File: config.mk
export PLATFORM = sky130hd
export DESIGN_NAME = sfr_frame_rx
export DESIGN_NICKNAME = d
export VERILOG_FILES = /design/src/rtl/sfr_pkg.sv /design/src/rtl/sfr_frame_timer.sv /design/src/rtl/sfr_shifter.sv /design/src/rtl/sfr_slot_decode.sv /design/src/rtl/sfr_frame_rx.sv
export SDC_FILE = /design/constraint.sdc
export NUM_CORES = 1
export LEC_CHECK = 0
export BUFFER_PORTS_ARGS = -buffer_cell sky130_fd_sc_hd__buf_2
export CORE_AREA = 3 3 135 72
export DETAILED_ROUTE_END_ITERATION = 8
export DIE_AREA = 0 0 138 75
export PLACE_DENSITY = 0.76
export SYNTH_ARGS = -nofsm -noshare
export SYNTH_HDL_FRONTEND = slang
export SYNTH_HIERARCHICAL = 1
export SYNTH_SLANG_ARGS = --single-unit
File: constraint.sdc
create_clock -name bit_clk -period 6.5 [get_ports bit_clk]
set_clock_uncertainty 0.2 [all_clocks]
set_input_delay 1.625 -clock bit_clk [delete_from_list [all_inputs] [get_ports bit_clk]]
set_output_delay 1.625 -clock bit_clk [all_outputs]
set_load 0.02 [all_outputs]
File: src/rtl/sfr_pkg.sv
package sfr_pkg;

  typedef enum logic {
    ST_IDLE = 1'b0,
    ST_RUN  = 1'b1
  } run_t;

  // position of the last bit of data slot n (n >= 1) in the frame
  function automatic int slot_last(input int tag_w, input int slot_w, input int n);
    return tag_w + slot_w * n - 1;
  endfunction

endpackage

File: src/rtl/sfr_frame_timer.sv
module sfr_frame_timer
  import sfr_pkg::*;
#(
  parameter int FRAME_LEN = 256,
  parameter int PW        = $clog2(FRAME_LEN)
) (
  input  logic          bit_clk,
  input  logic          rst_n,
  input  logic          sync,
  output logic          restart,
  output logic          bit_en,
  output logic [PW-1:0] bit_pos
);

  logic          sync_q;
  run_t          state;
  logic [PW-1:0] cnt;

  assign restart = sync & ~sync_q;
  assign bit_en  = (state == ST_RUN) & ~restart;
  assign bit_pos = cnt;

  always_ff @(negedge bit_clk or negedge rst_n) begin
    if (!rst_n) begin
      sync_q <= 1'b0;
      state  <= ST_IDLE;
      cnt    <= '0;
    end else begin
      sync_q <= sync;
      if (restart) begin
        state <= ST_RUN;
        cnt   <= '0;
      end else if (state == ST_RUN) begin
        if (cnt == PW'(FRAME_LEN - 1)) state <= ST_IDLE;
        else                           cnt   <= cnt + 1'b1;
      end
    end
  end

endmodule

File: src/rtl/sfr_shifter.sv
module sfr_shifter #(
  parameter int W = 20
) (
  input  logic         bit_clk,
  input  logic         rst_n,
  input  logic         shift_en,
  input  logic         sdata,
  output logic [W-1:0] word
);

  logic [W-2:0] hist;

  // newest bit on the right; word holds the last W bits including this one
  assign word = {hist, sdata};

  always_ff @(negedge bit_clk or negedge rst_n) begin
    if (!rst_n)        hist <= '0;
    else if (shift_en) hist <= word[W-2:0];
  end

endmodule

File: src/rtl/sfr_slot_decode.sv
module sfr_slot_decode
  import sfr_pkg::*;
#(
  parameter int TAG_W  = 16,
  parameter int SLOT_W = 20,
  parameter int IDX_W  = 7,
  parameter int DATA_W = 16,
  parameter int PCM_W  = 18,
  parameter int PW     = 8
) (
  input  logic              bit_clk,
  input  logic              rst_n,
  input  logic              restart,
  input  logic              bit_en,
  input  logic [PW-1:0]     bit_pos,
  input  logic [SLOT_W-1:0] word,
  output logic              wr_valid,
  output logic [IDX_W-1:0]  wr_idx,
  output logic [DATA_W-1:0] wr_data,
  output logic              rd_valid,
  output logic [IDX_W-1:0]  rd_idx,
  output logic              pcm_l_valid,
  output logic [PCM_W-1:0]  pcm_l,
  output logic              pcm_r_valid,
  output logic [PCM_W-1:0]  pcm_r
);

  localparam int FLAGS = 5;  // frame flag plus four slot flags
  localparam int P_TAG = TAG_W - 1;
  localparam int P_S1  = slot_last(TAG_W, SLOT_W, 1);
  localparam int P_S2  = slot_last(TAG_W, SLOT_W, 2);

  // flags[4] frame, flags[3..0] slots 1..4
  logic [FLAGS-1:0] flags;
  logic             s1_ok;
  logic             rw_q;
  logic [IDX_W-1:0] idx_q;
  logic             unused_word;

  assign unused_word = ^word;

  logic at_tag, at_s1, at_s2, frame_ok;
  assign at_tag   = bit_en && (bit_pos == PW'(P_TAG));
  assign at_s1    = bit_en && (bit_pos == PW'(P_S1));
  assign at_s2    = bit_en && (bit_pos == PW'(P_S2));
  assign frame_ok = flags[FLAGS-1];

  always_ff @(negedge bit_clk or negedge rst_n) begin
    if (!rst_n) begin
      flags    <= '0;
      s1_ok    <= 1'b0;
      rw_q     <= 1'b0;
      idx_q    <= '0;
      wr_valid <= 1'b0;
      wr_idx   <= '0;
      wr_data  <= '0;
      rd_valid <= 1'b0;
      rd_idx   <= '0;
    end else begin
      wr_valid <= 1'b0;
      rd_valid <= 1'b0;
      if (restart) begin
        flags <= '0;
        s1_ok <= 1'b0;
      end else begin
        if (at_tag) flags <= word[TAG_W-1 -: FLAGS];
        if (at_s1 && frame_ok && flags[3]) begin
          s1_ok <= 1'b1;
          rw_q  <= word[SLOT_W-1];
          idx_q <= word[SLOT_W-2 -: IDX_W];
          if (word[SLOT_W-1]) begin
            rd_valid <= 1'b1;
            rd_idx   <= word[SLOT_W-2 -: IDX_W];
          end
        end
        if (at_s2 && frame_ok && s1_ok && !rw_q && flags[2]) begin
          wr_valid <= 1'b1;
          wr_idx   <= idx_q;
          wr_data  <= word[SLOT_W-1 -: DATA_W];
        end
      end
    end
  end

  // playback lanes: lane 0 is slot 3 (left), lane 1 is slot 4 (right)
  for (genvar ch = 0; ch < 2; ch++) begin : g_lane
    localparam int P_END = slot_last(TAG_W, SLOT_W, 3 + ch);
    logic             hit;
    logic             v_q;
    logic [PCM_W-1:0] d_q;

    assign hit = bit_en && (bit_pos == PW'(P_END)) && frame_ok && flags[1-ch];

    always_ff @(negedge bit_clk or negedge rst_n) begin
      if (!rst_n) begin
        v_q <= 1'b0;
        d_q <= '0;
      end else begin
        v_q <= hit;
        if (hit) d_q <= word[SLOT_W-1 -: PCM_W];
      end
    end
  end

  assign pcm_l_valid = g_lane[0].v_q;
  assign pcm_l       = g_lane[0].d_q;
  assign pcm_r_valid = g_lane[1].v_q;
  assign pcm_r       = g_lane[1].d_q;

endmodule

File: src/rtl/sfr_frame_rx.sv
module sfr_frame_rx #(
  parameter int TAG_W   = 16,
  parameter int SLOT_W  = 20,
  parameter int N_SLOTS = 12,
  parameter int IDX_W   = 7,
  parameter int DATA_W  = 16,
  parameter int PCM_W   = 18
) (
  input  logic              bit_clk,
  input  logic              rst_n,
  input  logic              sync,
  input  logic              sdata,
  output logic              wr_valid,
  output logic [IDX_W-1:0]  wr_idx,
  output logic [DATA_W-1:0] wr_data,
  output logic              rd_valid,
  output logic [IDX_W-1:0]  rd_idx,
  output logic              pcm_l_valid,
  output logic [PCM_W-1:0]  pcm_l,
  output logic              pcm_r_valid,
  output logic [PCM_W-1:0]  pcm_r
);

  localparam int FRAME_LEN = TAG_W + SLOT_W * N_SLOTS;
  localparam int PW        = $clog2(FRAME_LEN);

  logic              restart;
  logic              bit_en;
  logic [PW-1:0]     bit_pos;
  logic [SLOT_W-1:0] word;

  sfr_frame_timer #(
    .FRAME_LEN(FRAME_LEN),
    .PW       (PW)
  ) u_timer (
    .bit_clk(bit_clk),
    .rst_n  (rst_n),
    .sync   (sync),
    .restart(restart),
    .bit_en (bit_en),
    .bit_pos(bit_pos)
  );

  sfr_shifter #(
    .W(SLOT_W)
  ) u_shift (
    .bit_clk (bit_clk),
    .rst_n   (rst_n),
    .shift_en(bit_en),
    .sdata   (sdata),
    .word    (word)
  );

  sfr_slot_decode #(
    .TAG_W (TAG_W),
    .SLOT_W(SLOT_W),
    .IDX_W (IDX_W),
    .DATA_W(DATA_W),
    .PCM_W (PCM_W),
    .PW    (PW)
  ) u_decode (
    .bit_clk    (bit_clk),
    .rst_n      (rst_n),
    .restart    (restart),
    .bit_en     (bit_en),
    .bit_pos    (bit_pos),
    .word       (word),
    .wr_valid   (wr_valid),
    .wr_idx     (wr_idx),
    .wr_data    (wr_data),
    .rd_valid   (rd_valid),
    .rd_idx     (rd_idx),
    .pcm_l_valid(pcm_l_valid),
    .pcm_l      (pcm_l),
    .pcm_r_valid(pcm_r_valid),
    .pcm_r      (pcm_r)
  );

endmodule

Word level (Yosys, flattened, before mapping)
Cells that the tools add are included.
{"block": "totals", "word_cells": 67, "register_bits": 113, "out_inout_bits": 70}
{"block": "op_classes", "eq_ne": 7, "n_reduce_logical": 23, "bitwise": 4, "addsub": 1, "mux": 15}
{"cell": "2-to-1 mux 8 bit", "n": 3}
{"cell": "equality test 8 x 6 -> 1 bit (second input constant)", "n": 2}
{"cell": "equality test 8 x 7 -> 1 bit (second input constant)", "n": 2}
{"cell": "logical AND 1 bit", "n": 15}
{"cell": "2-to-1 mux 1 bit", "n": 10}
{"cell": "2-to-1 mux 5 bit", "n": 2}
{"cell": "adder 8 x 1 -> 8 bit (second input constant)", "n": 1}
{"cell": "equality test 8 x 4 -> 1 bit (second input constant)", "n": 1}
{"cell": "equality test 8 bit (second input constant)", "n": 1}
{"cell": "AND reduction 2 bit", "n": 3}
{"cell": "nonzero test 2 bit", "n": 3}
{"cell": "AND reduction 3 bit", "n": 1}
{"cell": "bitwise AND 1 bit", "n": 2}
{"cell": "inequality test 2 x 1 -> 1 bit (second input constant)", "n": 1}
{"cell": "NOT 1 bit", "n": 2}
{"cell": "zero test 1 bit", "n": 1}

Depth between registers and ports, before layout
{"block": "logic_depth", "word_depth": 11, "mapped_depth": 8}

By module
The synthesis kept the hierarchy.
{"mod": "sfr_slot_decode", "area_each_um2": 3384.5, "n_inst": 1, "seq_area_each_um2": 2102.0, "cells_per_inst": 202}
{"mod": "sfr_shifter", "area_each_um2": 765.7, "n_inst": 1, "seq_area_each_um2": 475.5, "cells_per_inst": 41}
{"mod": "sfr_frame_timer", "area_each_um2": 520.5, "n_inst": 1, "seq_area_each_um2": 250.2, "cells_per_inst": 50}

==> results.md <==
* Result of the run: completed
* Hold Crit Depth at 1
* Reg power frac at 0.445
* Post-CTS sizing at 0
* Core ar. at 0.00859 mm²
* Die Y at 75 µm
* Hold Slack at 0.229 ns
* Initial DRC count at 140
* Post-synthesis instance area at 0.00466 mm²
* Crit-path max cell delay at 0.58 ns
* Hold Fails Final Rpt at 0
* CP startpoint kind: input port
* Critical path arrival at 3.01 ns
* Detailed Route WL at 9380 µm
* Placed Cells at 486
* Worst hold start: u_decode/rw_q
* Vias per std cell at 5.35
* Nets at 393
* Sw Ratio at 0.257
* Min-Delay Path Class: reg -> reg
* Mapped Cells at 292
* Comb pwr share at 0.079
* Via Count at 2773
* Static Leak at 3.25 nW
* Setup TNS Final at 0 ns
* Crit. End Element: flip-flop
* CTS hold repair buffers at 0
* First-pass GRT wire length at 15400 µm
* Most frequent cells in the layout: 113 x dfrtn_1, 72 x buf_2, 61 x mux2_2
* Crit-path max FO at 5
* WP data required at 3.26 ns
* Worst slew pin tran at 0.369 ns
* Max-cap check violation count at 0
* Chip width at 138 µm
* Area grow syn2layout at 26.0%
* Yosys Warn Count at 6
* Pre-antenna DRT Iters at 4
* Gr usage total at 0.192
* CTS tree: yes
* Hold EP: u_decode/rw_q
* Worst slew margin at 0.753
* Clock-pin slew on the worst setup and hold paths at 0.04 ns
* RR Startpoint: u_timer/state
* Clock power frac at 0.477
* Initial antenna violation count at 0
* Finished Layout Cells at 518
* GR Util met1 at 0.261
* DR WL/cell at 18.1 µm
* Pwr per Cell Area at 338 mW/mm²
* # rows at 24
* Worst-path cell chain: buf_2 -> nand2b_4 -> and2_4 -> or4bb_1 -> o31ai_1 -> a21oi_1
* Syn Area/Cell at 16.0 µm²
* Root Buffer: clkbuf_16
* Setup-failing EPs final at 0
* Gr ovfl total at 0
* Met2 usage at 0.295
* ANT cells at 0
* Psw at 0.000510 W
* Ports at 74
* Worst reg-to-reg path cell count at 4
* Internal at 0.00148 W
* Reg2reg end: u_decode/flags[1]
* R2R setup slack at 4.41 ns
* Commonest non-fill, non-tap cell in the layout: dfrtn_1
* Crit path kind: in -> reg
* Total Power at 0.00199 W
* Layout cell share with drive strength beyond 1 at 0.549
* Die area at 0.0104 mm²
* H-Tree Depth at 4
* Port Buffers at 73
* Final max-slew violation count at 0
* Initial Util at 0.543
* Vias in the first global route at 2851
* Max rail drop VDD at 0.210 mV
* RSZ-0062 raised after global routing: no
* DRC viols at 0
* Latest clock arrival within the worst-skew pair at 0.38 ns
* Total CTS buffers at 17
* Clk buf depth at 2
* Syn_nets at 297
* Detailed Place HPWL at 6260 µm
* Clock Sinks at 113
* Post CTS Setup Buffer Count at 0
* RD Place Congestion at 0.786
* Final ANT Viol Nets at 0
* Crit-path slowest cell: or4bb_1
* Largest net degree at the start of global routing at 39
* M3 GR Usage at 0.0596
* Busiest grt layer: met2
==> routing by layer <==
metal / vias up / wire length [µm]
met4: 0 / 142
met3: 12 / 428
met2: 69 / 4320
li1: 1277 / -
met1: 1415 / 4500
met5: - / 0
==> power groups by stage <==
stage	sequential [W]	clock, W	combinational (W)
finish	0.000884	0.000948	0.000156
global route	0.000900	0.00100	0.000170
CTS	0.000884	0.000964	0.000158
detailed placement	0.000895	0	0.000156
global placement	0.000889	0	0.000147
floorplan	0.000846	0	0.000124
==> metrics by stage <==
stage,instance area (µm²),utilization,setup slack (ns)
after floorplan,4690,-,-0.0170
after global placement,5260,0.612,-0.0344
after detailed placement,5260,0.612,-0.113
after CTS,5870,0.684,0.278
after global routing,5870,0.684,0.232
final,5870,0.684,0.253
==> cell type report <==
class	count	area, µm²
well taps	117	146
multi-input cells	165	1740
clock buffers	20	457
clock inverters	12	158
inverters	6	22.5
flip-flops and latches	113	2830
fillers	607	2710
repair buffers	85	520
==> state kept, by name, indices dropped and copies added, names as in the netlist <==
name                  flops
u_decode/flags            5
u_decode/idx_q            7
u_decode/pcm_l           18
u_decode/pcm_l_valid      1
u_decode/pcm_r           18
u_decode/pcm_r_valid      1
u_decode/rd_idx           7
u_decode/rd_valid         1
u_decode/rw_q             1
u_decode/s1_ok            1
u_decode/wr_data         16
u_decode/wr_idx           7
u_decode/wr_valid         1
u_shift/hist             19
u_timer/bit_pos           8
u_timer/state             1
u_timer/sync_q            1
==> worst max path at each step <==
stage / startpoint / end / slack (ns) / cells after the start
global route: sync / u_decode/flags[3] / 0.23 / 6
CTS: sync / u_decode/flags[4] / 0.28 / 6
global placement: sync / u_decode/idx_q[6] / -0.03 / 6
detailed placement: sync / u_decode/flags[1] / -0.11 / 6
finish: sync / u_decode/flags[1] / 0.25 / 6
floorplan: sync / u_decode/pcm_l[10] / -0.02 / 8
==> worst max-delay path, delay by kind of cell <==
kind / cells / cell delay, ns
buffers and inverters: 1 / 0.13
AO/OA/AOI/OAI: 2 / 0.45
AND/OR/NAND/NOR: 3 / 0.80
No activity file was read; power rests on OpenSTA's default activity.
